`config.mk`:
```
export PLATFORM = sky130hd
export DESIGN_NAME = bus_cycle_seq
export DESIGN_NICKNAME = d
export VERILOG_FILES = /design/src/rtl/bcs_pkg.sv /design/src/rtl/bcs_tstate_fsm.sv /design/src/rtl/bcs_req_latch.sv /design/src/rtl/bcs_pin_drive.sv /design/src/rtl/bus_cycle_seq.sv
export SDC_FILE = /design/constraint.sdc
export NUM_CORES = 1
export LEC_CHECK = 0
export BUFFER_PORTS_ARGS = -buffer_cell sky130_fd_sc_hd__buf_2
export CORE_ASPECT_RATIO = 2
export CORE_MARGIN = 2
export CORE_UTILIZATION = 50
export DETAILED_ROUTE_END_ITERATION = 10
export PLACE_DENSITY_LB_ADDON = 0.1
export SLEW_MARGIN = 20
export SYNTH_ARGS = -nofsm -noshare
export SYNTH_HDL_FRONTEND = slang
export SYNTH_SLANG_ARGS = --single-unit
export TNS_END_PERCENT = 30
```
`constraint.sdc`:
```
create_clock -name clk -period 3.7 [get_ports clk]
set_clock_uncertainty 0.2 [all_clocks]
set_input_delay 0 -clock clk [delete_from_list [all_inputs] [get_ports clk]]
set_output_delay 0 -clock clk [all_outputs]
set_load 0.01 [all_outputs]
```
`src/rtl/bcs_pkg.sv`:
```
// Package bcs_pkg
// Shared types for the bus cycle sequencer: the T-state encoding and the
// request kinds. Assumes one T-state per clock.
package bcs_pkg;

    typedef enum logic [2:0] {
        TS_IDLE = 3'd0,
        TS_T1   = 3'd1,
        TS_T2   = 3'd2,
        TS_T3   = 3'd3,
        TS_T4   = 3'd4,
        TS_T5   = 3'd5,
        TS_T6   = 3'd6
    } tstate_e;

    typedef enum logic [1:0] {
        CK_FETCH = 2'd0,
        CK_READ  = 2'd1,
        CK_WRITE = 2'd2,
        CK_RSVD  = 2'd3
    } cyc_kind_e;

    // Status triple {io_m, s1, s0} for each request kind
    function automatic logic [2:0] status_of(input cyc_kind_e k);
        case (k)
            CK_FETCH: return 3'b011;
            CK_READ:  return 3'b010;
            CK_WRITE: return 3'b001;
            default:  return 3'b000;
        endcase
    endfunction

endpackage

```
`src/rtl/bcs_tstate_fsm.sv`:
```
// Module bcs_tstate_fsm
// Advances the T-state register. It takes a request when idle or in the
// final T-state and flags that final state. Assumes kind_q holds the kind
// of the cycle in progress (latched on accept by bcs_req_latch).
module bcs_tstate_fsm
    import bcs_pkg::*;
#(
    parameter int EXT_W   = 2,
    parameter int EXT_MAX = 2
) (
    input  logic             clk,
    input  logic             rst_n,
    input  logic             req_valid,
    input  cyc_kind_e        req_kind,
    input  cyc_kind_e        kind_q,
    input  logic [EXT_W-1:0] dec_extra,
    output tstate_e          state,
    output logic             accept,
    output logic             ready,
    output logic             last,
    output logic             cap_en
);

    localparam logic [EXT_W-1:0] EXT_SAT = EXT_W'(EXT_MAX);

    logic [EXT_W-1:0] ext_q;
    logic [EXT_W-1:0] ext_sat;
    tstate_e          nxt;

    // Clamp the decode result to the longest supported fetch
    always_comb ext_sat = (dec_extra > EXT_SAT) ? EXT_SAT : dec_extra;

    // Decide whether this state closes the cycle
    always_comb begin
        case (state)
            TS_T3:   last = (kind_q != CK_FETCH);
            TS_T4:   last = (ext_sat == '0);
            TS_T5:   last = (ext_q < EXT_W'(2));
            TS_T6:   last = 1'b1;
            default: last = 1'b0;
        endcase
    end

    // Handshake: take a non-reserved request when idle or finishing
    always_comb begin
        ready  = (state == TS_IDLE) || last;
        accept = req_valid && ready && (req_kind != CK_RSVD);
        cap_en = (state == TS_T3) && (kind_q != CK_WRITE);
    end

    // Next-state selection
    always_comb begin
        if (last || state == TS_IDLE) begin
            nxt = accept ? TS_T1 : TS_IDLE;
        end else begin
            case (state)
                TS_T1:   nxt = TS_T2;
                TS_T2:   nxt = TS_T3;
                TS_T3:   nxt = TS_T4;
                TS_T4:   nxt = TS_T5;
                TS_T5:   nxt = TS_T6;
                default: nxt = TS_IDLE;
            endcase
        end
    end

    // State register
    always_ff @(posedge clk) begin
        if (!rst_n) state <= TS_IDLE;
        else        state <= nxt;
    end

    // Hold the decode result taken in T4 for the T5 decision
    always_ff @(posedge clk) begin
        if (!rst_n)               ext_q <= '0;
        else if (state == TS_T4)  ext_q <= ext_sat;
    end

endmodule

```
`src/rtl/bcs_req_latch.sv`:
```
// Module bcs_req_latch
// Holds the accepted request for the life of its cycle and captures the
// shared-pin input byte when told to. Assumes accept is only high in idle
// or in a final T-state.
module bcs_req_latch
    import bcs_pkg::*;
#(
    parameter int ADDR_W = 16,
    parameter int DATA_W = 8
) (
    input  logic              clk,
    input  logic              rst_n,
    input  logic              accept,
    input  cyc_kind_e         req_kind,
    input  logic [ADDR_W-1:0] req_addr,
    input  logic [DATA_W-1:0] req_wdata,
    input  logic              cap_en,
    input  logic [DATA_W-1:0] ad_in,
    output cyc_kind_e         kind_q,
    output logic [ADDR_W-1:0] addr_q,
    output logic [DATA_W-1:0] wdata_q,
    output logic [DATA_W-1:0] rdata
);

    // Latch the request fields on acceptance
    always_ff @(posedge clk) begin
        if (!rst_n) begin
            kind_q  <= CK_FETCH;
            addr_q  <= '0;
            wdata_q <= '0;
        end else if (accept) begin
            kind_q  <= req_kind;
            addr_q  <= req_addr;
            wdata_q <= req_wdata;
        end
    end

    // Capture read or fetch data at the close of T3
    always_ff @(posedge clk) begin
        if (!rst_n)      rdata <= '0;
        else if (cap_en) rdata <= ad_in;
    end

endmodule

```
`src/rtl/bcs_pin_drive.sv`:
```
// Module bcs_pin_drive
// Decodes the T-state and latched request into bus pin values. Purely
// combinational. Assumes addr_q and kind_q are stable for the whole cycle.
module bcs_pin_drive
    import bcs_pkg::*;
#(
    parameter int ADDR_W = 16,
    parameter int DATA_W = 8
) (
    input  tstate_e                  state,
    input  cyc_kind_e                kind_q,
    input  logic [ADDR_W-1:0]        addr_q,
    input  logic [DATA_W-1:0]        wdata_q,
    output logic [DATA_W-1:0]        ad_out,
    output logic                     ad_oe,
    output logic [ADDR_W-DATA_W-1:0] a_hi,
    output logic                     ale,
    output logic                     rd_n,
    output logic                     wr_n,
    output logic [2:0]               status
);

    logic active;
    logic strobe_win;
    logic is_wr;

    // Classify the current state
    always_comb begin
        active     = (state != TS_IDLE);
        strobe_win = (state == TS_T2) || (state == TS_T3);
        is_wr      = (kind_q == CK_WRITE);
    end

    // Address, status and latch strobe
    always_comb begin
        ale    = (state == TS_T1);
        a_hi   = active ? addr_q[ADDR_W-1:DATA_W] : '0;
        status = active ? status_of(kind_q) : 3'b000;
    end

    // Read and write strobes
    always_comb begin
        rd_n = !(strobe_win && !is_wr);
        wr_n = !(strobe_win && is_wr);
    end

    // Shared-pin direction and content
    always_comb begin
        if (state == TS_T1) begin
            ad_oe  = 1'b1;
            ad_out = addr_q[DATA_W-1:0];
        end else if (strobe_win && is_wr) begin
            ad_oe  = 1'b1;
            ad_out = wdata_q;
        end else begin
            ad_oe  = 1'b0;
            ad_out = '0;
        end
    end

endmodule

```
`src/rtl/bus_cycle_seq.sv`:
```
// Module bus_cycle_seq
// Top of the multiplexed address/data bus cycle sequencer. It wires the
// T-state machine, the request latch and the pin decoder. Assumes the
// external latch grabs the low address byte while ale is high.
module bus_cycle_seq
    import bcs_pkg::*;
#(
    parameter int ADDR_W = 16,
    parameter int DATA_W = 8,
    parameter int EXT_W  = 2
) (
    input  logic                     clk,
    input  logic                     rst_n,
    input  logic                     req_valid,
    input  logic [1:0]               req_kind,
    input  logic [ADDR_W-1:0]        req_addr,
    input  logic [DATA_W-1:0]        req_wdata,
    input  logic [EXT_W-1:0]         dec_extra,
    input  logic [DATA_W-1:0]        ad_in,
    output logic [DATA_W-1:0]        ad_out,
    output logic                     ad_oe,
    output logic [ADDR_W-DATA_W-1:0] a_hi,
    output logic                     ale,
    output logic                     rd_n,
    output logic                     wr_n,
    output logic                     io_m,
    output logic                     s1,
    output logic                     s0,
    output logic [DATA_W-1:0]        rdata,
    output logic                     busy,
    output logic                     ready,
    output logic                     done
);

    tstate_e           state;
    cyc_kind_e         kind_q;
    cyc_kind_e         kind_in;
    logic [ADDR_W-1:0] addr_q;
    logic [DATA_W-1:0] wdata_q;
    logic              accept;
    logic              last;
    logic              cap_en;
    logic [2:0]        status;

    // Cast the raw request kind
    always_comb kind_in = cyc_kind_e'(req_kind);

    bcs_tstate_fsm #(.EXT_W(EXT_W), .EXT_MAX(2)) u_fsm (
        .clk       (clk),
        .rst_n     (rst_n),
        .req_valid (req_valid),
        .req_kind  (kind_in),
        .kind_q    (kind_q),
        .dec_extra (dec_extra),
        .state     (state),
        .accept    (accept),
        .ready     (ready),
        .last      (last),
        .cap_en    (cap_en)
    );

    bcs_req_latch #(.ADDR_W(ADDR_W), .DATA_W(DATA_W)) u_latch (
        .clk       (clk),
        .rst_n     (rst_n),
        .accept    (accept),
        .req_kind  (kind_in),
        .req_addr  (req_addr),
        .req_wdata (req_wdata),
        .cap_en    (cap_en),
        .ad_in     (ad_in),
        .kind_q    (kind_q),
        .addr_q    (addr_q),
        .wdata_q   (wdata_q),
        .rdata     (rdata)
    );

    bcs_pin_drive #(.ADDR_W(ADDR_W), .DATA_W(DATA_W)) u_pins (
        .state   (state),
        .kind_q  (kind_q),
        .addr_q  (addr_q),
        .wdata_q (wdata_q),
        .ad_out  (ad_out),
        .ad_oe   (ad_oe),
        .a_hi    (a_hi),
        .ale     (ale),
        .rd_n    (rd_n),
        .wr_n    (wr_n),
        .status  (status)
    );

    // Split status and report cycle progress
    always_comb begin
        {io_m, s1, s0} = status;
        busy           = (state != TS_IDLE);
        done           = last;
    end

endmodule

```
---- After elaboration in Yosys (flattened, before gate mapping) ----
Index checks and enable logic that the tools add are counted.
cells by class
  mux-type cells .......................... 12
  reductions and logical operators ........ 15
  eq/ne operators ......................... 10
  order comparisons ....................... 2
operators with widths
  kind                  count
  $mux W8               3
  $pmux W3 S5           1
  $eq A3 B3 Y1 const B  3
  $eq A3 B2 Y1 const B  2
  $pmux W2 S3           1
  $logic_and A1 B1 Y1   5
  $logic_not A2 Y1      2
  $mux W2               2
  $ne A2 B2 Y1 const B  2
  $pmux W1 S4           1
  $eq A3 B1 Y1 const B  1
  $logic_not A1 Y1      3
  $logic_not A3 Y1      1
  $mux W1               3
  $mux W3               1
  $reduce_bool A3 Y1    1
  $eq A2 B1 Y1 const B  1
  $eq A2 B2 Y1 const B  1
  $gt A2 B2 Y1 const B  1
  $logic_or A1 B1 Y1    2
  $lt A2 B2 Y1 const B  1
  $reduce_bool A2 Y1    1
word-level totals
  register bits ........................... 39
  output and inout port bits .............. 34
  logic and storage cells ................. 45

---- Depth between registers and ports, before layout ----
Gate-level depths: netlist of run 1.
  depth in word-level cells ............... 9
  gate-level depth with buffers ........... 6

---- Modules after synthesis ----
Synthesis of run 1 repeated with hierarchy kept, for this count alone.
second synthesis, totals
  cell total of the unflattened synthesis .. 180
  area, all modules ....................... 1903.1 um^2
modules (own cells, without submodules)
  module          instances  cells an instance  area each (um^2)  seq. area each (um^2)
  bcs_req_latch   1          109                1303.8            680.7
  bcs_tstate_fsm  1          42                 351.6             80.1
  bcs_pin_drive   1          28                 241.5             0.0
  bus_cycle_seq   1          1                  6.3               0.0

---- Worst setup path before layout of run 1 ----
No wires, ideal clock.
  path kind ............................... register to register
  from .................................... register u_fsm.state[2]
  to ...................................... register u_latch.addr_q[0]
  path buffers ............................ 2
  clock period less this slack ............ 1.625 ns
  slack ................................... 2.075 ns
  arrival ................................. 1.354 ns
  required time ........................... 3.428 ns
  cell stages (with the launch flop) ...... 7
  cell sequence ........................... dfxtp_1 -> nand2b_1 -> o22a_2 -> o22ai_2 -> buf_6 -> buf_12 -> mux2i_1
on the way
  longest elaborated chain between the ends .. 5
  elaborated cells on any way between the ends .. 9
  classes of those cells .................. eq/ne: 4; mux: 1; reduce/logical: 4
ends and longest elaborated chain
  element                                              RTL line              RTL
  start: declaration                                   bcs_tstate_fsm.sv:17  output tstate_e state,
  start signal: assignment                             bcs_tstate_fsm.sv:70  else state <= nxt;
  $eq A3 B3 Y1 / $eq A3 B2 Y1 (equally long branches)  bcs_tstate_fsm.sv:35  case (state)
  $pmux W1 S4                                          bcs_tstate_fsm.sv:35
  $logic_or A1 B1 Y1 (*)                               bcs_tstate_fsm.sv:46  ready = (state == TS_IDLE) || last;
  $logic_and A1 B1 Y1 (*) (2 in a row)                 bcs_tstate_fsm.sv:47  accept = req_valid && ready && (req_kind != CK_RSVD);
  end signal: assignment                               bcs_req_latch.sv:33   addr_q <= req_addr;
  end: declaration                                     bcs_req_latch.sv:20   output logic [ADDR_W-1:0] addr_q,
Every way passes the cells marked *; elsewhere a longest branch is shown, timed or not.
A chain may end at the register's enable or synchronous reset.

---- Final worst setup path of run 1 ----
  from .................................... input port req_kind[0]
  to ...................................... register u_latch.addr_q[1]
on the way
  longest elaborated chain between the ends .. 2
ends and longest elaborated chain
  element              RTL line              RTL
  start: declaration   bus_cycle_seq.sv:15   input logic [1:0] req_kind,
  $ne A2 B2 Y1         bcs_tstate_fsm.sv:47
  $logic_and A1 B1 Y1  bcs_tstate_fsm.sv:47
No other way between the ends.

==> results_tabular.tex, run 1 <==
\begin{tabular}{lr}
\hline
Metric & Value \\
\hline
\multicolumn{2}{l}{\textbf{Timing}} \\
\quad Crit share post-route & between 60\% and 70\% \\
\quad Unrepaired setup endpoints after global routing & false \\
\quad Max-slew violations & 0 \\
\quad Max Clk Rate & between 400 and 500 MHz \\
\quad Transition time of the tightest slew-check pin & 1.13 ns \\
\quad Min Tclk post-route & 2.39 ns \\
\quad Worst slew margin relative to its limit & around a quarter \\
\quad Summed negative setup slack over all endpoints & 0 ns \\
\quad Final setup fails & 0 \\
\quad Count of endpoints failing hold in the final timing report & 0 \\
\multicolumn{2}{l}{\textbf{CTS}} \\
\quad Number of H-tree levels & 2 \\
\quad Worst-skew pair later-pin latency & 0.29 ns \\
\quad Resized cells post-CTS & 0 \\
\quad Max Buffers Root-to-Sink & 2 \\
\quad Cts bufs inserted & 5 \\
\quad Clock-pin slew on the worst setup and hold paths & around 0.080 ns \\
\quad TritonCTS clock tree & done \\
\quad Sinks on the clock net & 38 \\
\quad Clock tree root driver cell & sky130\_fd\_sc\_hd\_\_clkbuf\_8 \\
\multicolumn{2}{l}{\textbf{Power}} \\
\quad Pwr Density & 378 nW/um\^{}2 \\
\quad Static power due to leakage & 1.25 nW \\
\quad Overall power & 0.995 mW \\
\quad Worst ir drop on vdd & between 0.0003 and 0.0004 V \\
\multicolumn{2}{l}{\textbf{Synthesis}} \\
\quad Net count of the mapped netlist & 245 \\
\quad Per-instance average area after synthesis & approximately 8.8 um\^{}2 \\
\quad Largest area contributor in the netlist & sky130\_fd\_sc\_hd\_\_dfxtp\_1 \\
\quad Top-area cell type share of the netlist area & a little over two fifths \\
\quad Post-synthesis cell count & 206 \\
\quad YS warnings & 0 \\
\quad Top area cells in the synthesized netlist & sky130\_fd\_sc\_hd\_\_dfxtp\_1 (42\%), sky130\_fd\_sc\_hd\_\_mux2i\_1 (19\%), sky130\_fd\_sc\_hd\_\_nand2\_1 (12\%) \\
\quad Seq cells post-synth & 38 \\
\quad Cell Area, Synth & around 1800 um\^{}2 \\
\quad Part of the Yosys area used for sequential elements & about two fifths \\
\quad Count of cell types in the netlist & 26 \\
\multicolumn{2}{l}{\textbf{Placed design}} \\
\quad Port buffer count & 71 \\
\quad Detailed-placement wirelength estimate & between 2 and 3 mm \\
\quad Global placement routability congestion & around 0.82 \\
\quad Placed cell count & 313 \\
\multicolumn{2}{l}{\textbf{Floorplanning}} \\
\quad Area of the core region & approximately 3600 um\^{}2 \\
\quad Standard-cell row count & 31 \\
\quad Area of the die & approximately 4200 um\^{}2 \\
\quad Starting density of the core & 51.0\% \\
\quad I/O pin total & 73 \\
\quad Die Span X & 46.7 um \\
\quad Floorplan die height & 89.3 um \\
\multicolumn{2}{l}{\textbf{Run status}} \\
\quad Outcome & completed \\
\multicolumn{2}{l}{\textbf{Worst hold path}} \\
\quad Worst Hold Class & in -> reg \\
\multicolumn{2}{l}{\textbf{Final layout}} \\
\quad Number of non-filler instances in the completed layout & $\sim$360 \\
\quad Final layout net count & approximately 350 \\
\quad Fraction of final layout cells with drive strength greater than 1 & 27.8\% \\
\quad Diode count & 0 \\
\quad Area Overhead vs Synth & 44.7\% \\
\multicolumn{2}{l}{\textbf{Routing}} \\
\quad Residual antenna-violating net count after detailed routing & 0 \\
\quad Routed vias & roughly 1,700 \\
\quad Number of design-rule violations left by the first detailed-router iteration & 15 \\
\quad Drc violations & 0 \\
\quad Post-DR wirelength/cell & 11.7 um \\
\quad Final WL & roughly 4.2 mm \\
\quad Average via count per standard cell & between 4 and 5 \\
\quad Count of TritonRoute iterations in the first routing pass & 4 \\
\multicolumn{2}{l}{\textbf{Setup path}} \\
\quad Max stage delay on crit path & $\sim$0.86 ns \\
\quad Arr. time, crit path & roughly 2.4 ns \\
\quad Series of cell instances along the critical path & dlygate4sd3\_1 -> buf\_2 -> a21boi\_0 -> nand2\_1 -> o22ai\_4 -> mux2i\_1 \\
\quad CP max FO & 26 \\
\quad Endpoint required time on the critical path & roughly 3.7 ns \\
\quad Category of the most critical setup path & in -> reg \\
\quad Slowest-stage cell, CP & sky130\_fd\_sc\_hd\_\_o22ai\_4 \\
\quad Crit. End Element & register \\
\quad Kind of start point of the critical path & input port \\
\multicolumn{2}{l}{\textbf{Job}} \\
\quad MaxCap Viol Count & 0 \\
\multicolumn{2}{l}{\textbf{GRT}} \\
\quad All-Layer GR Usage & between 20\% and 30\% \\
\quad Number of antenna violations at the first check in global routing & 0 \\
\quad Pin count of the biggest net entering global routing & 65 \\
\quad Overflow after GRT & 0 \\
\quad Number of global-route vias before repair & $\sim$1,500 \\
\quad Wire length of the first global-routing pass & 6.36 mm \\
\hline
\end{tabular}
## cells by family after synthesis
logic type / count (synthesis) / share of synthesized area, %
AND/OR/NAND/NOR: 94 / 24.1
multiplexers: 34 / 18.7
flip-flops: 38 / 41.8
buffers and inverters: 17 / 5.91
other: 1 / 0.206
AO/OA/AOI/OAI: 22 / 9.35
## synth_stat cells
| master | count |
|---|---|
| sky130_fd_sc_hd__nand2_1 | 56 |
| sky130_fd_sc_hd__dfxtp_1 | 38 |
| sky130_fd_sc_hd__mux2i_1 | 34 |
| sky130_fd_sc_hd__nor2b_1 | 20 |
| sky130_fd_sc_hd__clkbuf_1 | 10 |
| sky130_fd_sc_hd__a22o_1 | 8 |
| sky130_fd_sc_hd__nor2_1 | 7 |
| sky130_fd_sc_hd__nand2b_1 | 6 |
| sky130_fd_sc_hd__a21boi_0 | 3 |
| sky130_fd_sc_hd__inv_1 | 3 |
| sky130_fd_sc_hd__o21ai_0 | 3 |
| sky130_fd_sc_hd__a21oi_1 | 2 |
| sky130_fd_sc_hd__buf_12 | 2 |
| sky130_fd_sc_hd__nor3_1 | 2 |
| sky130_fd_sc_hd__a211oi_1 | 1 |
| sky130_fd_sc_hd__a31oi_1 | 1 |
| sky130_fd_sc_hd__buf_4 | 1 |
| sky130_fd_sc_hd__buf_6 | 1 |
| sky130_fd_sc_hd__conb_1 | 1 |
| sky130_fd_sc_hd__nand3_2 | 1 |
| sky130_fd_sc_hd__nor3b_2 | 1 |
| sky130_fd_sc_hd__o21ai_2 | 1 |
| sky130_fd_sc_hd__o21bai_1 | 1 |
| sky130_fd_sc_hd__o22a_2 | 1 |
| sky130_fd_sc_hd__o22ai_2 | 1 |
| sky130_fd_sc_hd__or2_2 | 1 |
## cell type report
| cell class | instances | area, um^2 |
|---|---|---|
| multi-input combinational | 151 | 960 |
| sequential | 38 | 761 |
| tap | 49 | 61.3 |
| fill | 310 | 933 |
| timing repair buffer | 109 | 733 |
| inverter | 3 | 11.3 |
| clock buffer | 5 | 68.8 |
| clock inverter | 3 | 40.0 |
## registers in the layout, summed over array words and instances, names as in the netlist
register         count
u_latch.rdata        8
u_latch.addr_q      16
u_latch.kind_q       2
u_latch.wdata_q      8
u_fsm.state          3
u_fsm.ext_q          1
## worst max-delay path, delay by kind of cell
| kind | cells | cell delay [ns] |
|---|---|---|
| compound gates | 2 | 1.28 |
| buf+inv | 2 | 0.66 |
| simple gates | 1 | 0.17 |
| mux | 1 | 0.28 |
## where the power goes
group	switching [mW]	total [mW]	leakage, nW	internal, mW
sequential	0.0186	0.454	0.310	0.436
combinational	0.0938	0.197	0.885	0.103
clock	0.145	0.343	0.0579	0.198
total	0.257	0.995	1.25	0.738
## placed cells by master, fill, tap and decap left out, types with 3 or more instances in the layout
| master | synthesis | final |
|---|---|---|
| sky130_fd_sc_hd__nor2_1 | 7 | 7 |
| sky130_fd_sc_hd__dlygate4sd3_1 | 0 | 37 |
| sky130_fd_sc_hd__nand2_1 | 56 | 56 |
| sky130_fd_sc_hd__mux2i_1 | 34 | 34 |
| sky130_fd_sc_hd__a21boi_0 | 3 | 3 |
| sky130_fd_sc_hd__dfxtp_1 | 38 | 38 |
| sky130_fd_sc_hd__nand2b_1 | 6 | 6 |
| sky130_fd_sc_hd__clkbuf_8 | 0 | 5 |
| sky130_fd_sc_hd__a22o_1 | 8 | 8 |
| sky130_fd_sc_hd__inv_1 | 3 | 3 |
| sky130_fd_sc_hd__nor2b_1 | 20 | 20 |
| sky130_fd_sc_hd__o21ai_0 | 3 | 3 |
| sky130_fd_sc_hd__buf_2 | 0 | 71 |
## metal layers
layer  global-route usage [%]  part of all wire [%]  wire [um]  vias up
li1                         -                     -          -      883
met1                     23.8                    42       1770      737
met2                     36.2                    52       2160       51
met3                     4.44                   3.4        142       11
met4                     10.6                   2.8        119        0
met5                        0                     0          0        -
## final timing paths
kind                            slack, ns  depth (start not counted)               start            endpoint
worst max register to register       1.44                          4      u_fsm.state[2]   u_latch.addr_q[1]
worst min register to register       0.25                          2  u_latch.addr_q[12]  u_latch.addr_q[12]
worst max-delay path                 1.31                          6         req_kind[0]   u_latch.addr_q[1]
worst min-delay path                 0.20                          3               rst_n  u_latch.addr_q[12]
## per-stage QoR
stage	setup WS, ns	instance area [um^2]	hold WS, ns	utilization [%]
final	1.31	2640	0.205	73.8
after global routing	1.20	2640	0.252	73.8
after CTS	1.35	2640	0.213	73.8
after detailed placement	1.45	2160	0.0520	60.4
after global placement	1.49	2160	0.0493	60.4
after floorplan	2.07	1820	-0.0579	-
## repair_timing
item                                   CTS  global route
endpoints found under the hold margin   37             0
hold buffers                            37             0
setup endpoints to repair                0             0
buffers inserted                         0             0
Note: power is estimated with default switching activity, not from simulation.
==> run 2: changes to the inputs <==
--- a/config.mk
+++ b/config.mk
@@ -8,7 +8,7 @@
 export BUFFER_PORTS_ARGS = -buffer_cell sky130_fd_sc_hd__buf_2
 export CORE_ASPECT_RATIO = 2
 export CORE_MARGIN = 2
-export CORE_UTILIZATION = 50
+export CORE_UTILIZATION = 43
 export DETAILED_ROUTE_END_ITERATION = 10
 export PLACE_DENSITY_LB_ADDON = 0.1
 export SLEW_MARGIN = 20
==> constraint.sdc (replaced) <==
create_clock -name clk -period 2.1 [get_ports clk]
set_clock_uncertainty 0.2 [all_clocks]
set_input_delay 0 -clock clk [delete_from_list [all_inputs] [get_ports clk]]
set_output_delay 0 -clock clk [all_outputs]
set_load 0.01 [all_outputs]
==> results_tabular.tex, run 2 (synthesis results as in run 1) <==
\begin{tabular}{lr}
\hline
Metric & Value \\
\hline
\multicolumn{2}{l}{\textbf{Final layout}} \\
\quad Sequential Area & 761 um\^{}2 (unchanged) \\
\quad FILL cells & 336 (+8.4\%) \\
\quad Number of non-filler instances in the completed layout & 368 (+2.8\%) \\
\quad Number of flip-flops in the largest register & 16 (unchanged) \\
\quad Final std cell area, no fill & 2700 um\^{}2 (+2.6\%) \\
\quad Most common cell after layout, fill and taps aside & sky130\_fd\_sc\_hd\_\_buf\_2 \\
\quad Diode count & 0 (unchanged) \\
\quad Largest registers & u\_latch.addr\_q (16), u\_latch.rdata (8), u\_latch.wdata\_q (8) \\
\quad Fraction of final layout cells with drive strength greater than 1 & 28.5\% (+0.65 points) \\
\quad Register with the most flip-flops & u\_latch.addr\_q \\
\quad Multi-input gate area in the final layout & 960 um\^{}2 (unchanged) \\
\quad Area Overhead vs Synth & 48.5\% \\
\quad Commonest cells after routing, fill and taps aside & sky130\_fd\_sc\_hd\_\_buf\_2 (71), sky130\_fd\_sc\_hd\_\_nand2\_1 (56), sky130\_fd\_sc\_hd\_\_dlygate4sd3\_1 (39) \\
\quad Final layout net count & 354 (+2.0\%) \\
\multicolumn{2}{l}{\textbf{GRT}} \\
\quad Most Used Layer, Global Route & met2 \\
\quad Met1 demand-to-capacity share in global routing & 20.4\% (-3.4 points) \\
\quad All-Layer GR Usage & 19.1\% (-2.1 points) \\
\quad Number of global-route vias before repair & 1,631 (+9.2\%) \\
\quad Overflow after GRT & 0 (unchanged) \\
\quad Grt met2 use & 35.6\% (-0.60 points) \\
\quad Wire length of the first global-routing pass & 7.03 mm (+11\%) \\
\quad Number of antenna violations at the first check in global routing & 0 (unchanged) \\
\quad Pin count of the biggest net entering global routing & 39 (-40\%) \\
\quad Met3 capacity usage during global routing & 3.26\% (-1.2 points) \\
\multicolumn{2}{l}{\textbf{Routing}} \\
\quad Post-DR wirelength/cell & 11.8 um (+0.69\%) \\
\quad Number of design-rule violations left by the first detailed-router iteration & 22 (+7) \\
\quad Routed vias & 1,711 (+1.7\%) \\
\quad Drc violations & 0 (unchanged) \\
\quad Final WL & 4.34 mm (+3.5\%) \\
\quad Average via count per standard cell & 4.65 (-1.0\%) \\
\quad Residual antenna-violating net count after detailed routing & 0 (unchanged) \\
\quad Count of TritonRoute iterations in the first routing pass & 4 (unchanged) \\
\multicolumn{2}{l}{\textbf{Floorplanning}} \\
\quad Area of the die & 4800 um\^{}2 (+15\%) \\
\quad Floorplan die height & 96.0 um (+7.5\%) \\
\quad Starting density of the core & 44.5\% (-6.5 points) \\
\quad Die Span X & 50.0 um (+7.2\%) \\
\quad I/O pin total & 73 (unchanged) \\
\quad Area of the core region & 4090 um\^{}2 (+15\%) \\
\quad Standard-cell row count & 33 (+6.5\%) \\
\multicolumn{2}{l}{\textbf{Setup path}} \\
\quad Endpoint required time on the critical path & 2.11 ns (-1.60 ns) \\
\quad Kind of start point of the critical path & input port \\
\quad Setup crit start & req\_kind[0] \\
\quad Flop2flop setup slack & 0.31 ns (-1.13 ns) \\
\quad Crit. End Element & register \\
\quad Category of the most critical setup path & in -> reg \\
\quad Worst setup endpoint & u\_latch.wdata\_q[1] \\
\quad Worst Reg-to-Reg Cells & 5 (+1) \\
\quad Arr. time, crit path & 1.87 ns (-0.54 ns) \\
\quad Worst reg2reg startpoint & u\_fsm.state[2] \\
\quad CP max FO & 26 (unchanged) \\
\quad Worst reg2reg endpoint & u\_latch.wdata\_q[1] \\
\multicolumn{2}{l}{\textbf{Power}} \\
\quad Fraction of power consumed by combinational cells & 22.0\% (+2.2 points) \\
\quad Net switching power & 0.449 mW (+75\%) \\
\quad Share of power burned in registers & 47.5\% (+1.8 points) \\
\quad Static power due to leakage & 1.28 nW (+2.4\%) \\
\quad P\_int & 1.23 mW (+67\%) \\
\quad Switching part of the total & 26.7\% (+0.87 points) \\
\quad Pwr Density & 622 nW/um\^{}2 (+65\%) \\
\quad Portion of total power attributed to the clock network & 30.5\% (-4.0 points) \\
\quad Worst ir drop on vdd & 0.000656 V (+74\%) \\
\multicolumn{2}{l}{\textbf{Timing}} \\
\quad Unrepaired setup endpoints after global routing & false \\
\quad Max-slew violations & 0 (unchanged) \\
\quad Crit share post-route & between 80\% and 90\% \\
\quad Max Clk Rate & $\sim$540 MHz \\
\quad Final WS setup & 0.233 ns (-1.07 ns) \\
\quad Min Tclk post-route & between 1.5 and 2 ns \\
\quad Count of endpoints failing hold in the final timing report & 0 (unchanged) \\
\quad Final setup fails & 0 (unchanged) \\
\quad Summed negative setup slack over all endpoints & 0 ns (unchanged) \\
\multicolumn{2}{l}{\textbf{Placed design}} \\
\quad Placed cell count & 321 (+2.6\%) \\
\quad Detailed-placement wirelength estimate & 2.70 mm (+6.7\%) \\
\quad Total placed instance area & 2220 um\^{}2 (+3.1\%) \\
\quad Port buffer count & 71 (unchanged) \\
\quad Global placement routability congestion & 0.775 (-5.8\%) \\
\quad Post-placement worst setup slack & 0.350 ns (-1.10 ns) \\
\multicolumn{2}{l}{\textbf{Run status}} \\
\quad Outcome & completed \\
\multicolumn{2}{l}{\textbf{Worst hold path}} \\
\quad Hold Path Cell Cnt & 5 (+2) \\
\quad Worst Hold Class & in -> reg \\
\multicolumn{2}{l}{\textbf{CTS}} \\
\quad Number of H-tree levels & 2 (unchanged) \\
\quad Number of setup buffers added after CTS & 0 (unchanged) \\
\quad TritonCTS clock tree & done \\
\quad Clock tree root driver cell & sky130\_fd\_sc\_hd\_\_clkbuf\_8 \\
\quad Clock-pin slew on the worst setup and hold paths & 0.08 ns (about the same) \\
\quad Sinks on the clock net & 38 (unchanged) \\
\quad Worst-skew pair later-pin latency & 0.28 ns (about the same) \\
\quad Max Buffers Root-to-Sink & 2 (unchanged) \\
\quad Cts bufs inserted & 5 (unchanged) \\
\multicolumn{2}{l}{\textbf{Job}} \\
\quad MaxCap Viol Count & 0 (unchanged) \\
\hline
\end{tabular}
[run 2: worst max-delay path, stage by stage]
cell and delay (ns):
sky130_fd_sc_hd__dlygate4sd3_1 0.53, sky130_fd_sc_hd__buf_2 0.13, sky130_fd_sc_hd__a21boi_0 0.38, sky130_fd_sc_hd__nand2b_1 0.16, sky130_fd_sc_hd__o22ai_4 0.20, sky130_fd_sc_hd__buf_12 0.23
sky130_fd_sc_hd__mux2i_1 0.23
[run 2: final cells by class]
cell class | instances | area share (%)
inverter | 3 | 0.416
timing repair buffer | 116 | 30.2
clock buffer | 7 | 3.19
multi-input combinational | 151 | 35.5
tap | 52 | 2.41
sequential | 38 | 28.1
clock inverter | 1 | 0.185
[run 2: power by group through the flow]
| stage | logic [mW] | clock network [mW] | registers, mW |
|---|---|---|---|
| CTS | 0.371 | 0.531 | 0.798 |
| finish | 0.370 | 0.512 | 0.798 |
| detailed placement | 0.315 | 0 | 0.815 |
| global route | 0.405 | 0.565 | 0.805 |
| global placement | 0.313 | 0 | 0.814 |
| floorplan | 0.220 | 0 | 0.806 |
[run 2: timing repair]
action,in CTS,in global routing
hold endpoints to repair,36,0
resized for setup,0,0
hold buffers,39,0
[run 2: stage by stage]
stage | hold WS, ns | util, % | total power [mW]
floorplan | -0.0579 | - | 1.03
global placement | 0.0492 | 54.4 | 1.13
detailed placement | 0.0524 | 54.4 | 1.13
CTS | 0.0231 | 66.1 | 1.70
global route | 0.0676 | 66.1 | 1.77
finish | 0.0240 | 66.1 | 1.68
[run 2: worst min path at each step]
stage	from	to	slack, ns
after detailed placement	req_addr[3]	u_latch.addr_q[3]	0.05
after floorplan	req_addr[10]	u_latch.addr_q[10]	-0.06
final	dec_extra[0]	u_fsm.state[2]	0.02
after global routing	dec_extra[0]	u_fsm.state[2]	0.07
after CTS	dec_extra[0]	u_fsm.state[2]	0.02
after global placement	req_wdata[3]	u_latch.wdata_q[3]	0.05
[run 2: metal layers]
metal	share of wire [%]	wire length, um	vias up
li1	-	-	896
met1	41	1800	764
met2	53	2310	46
met3	4.1	178	5
met4	1.2	52	0
met5	0	0	-
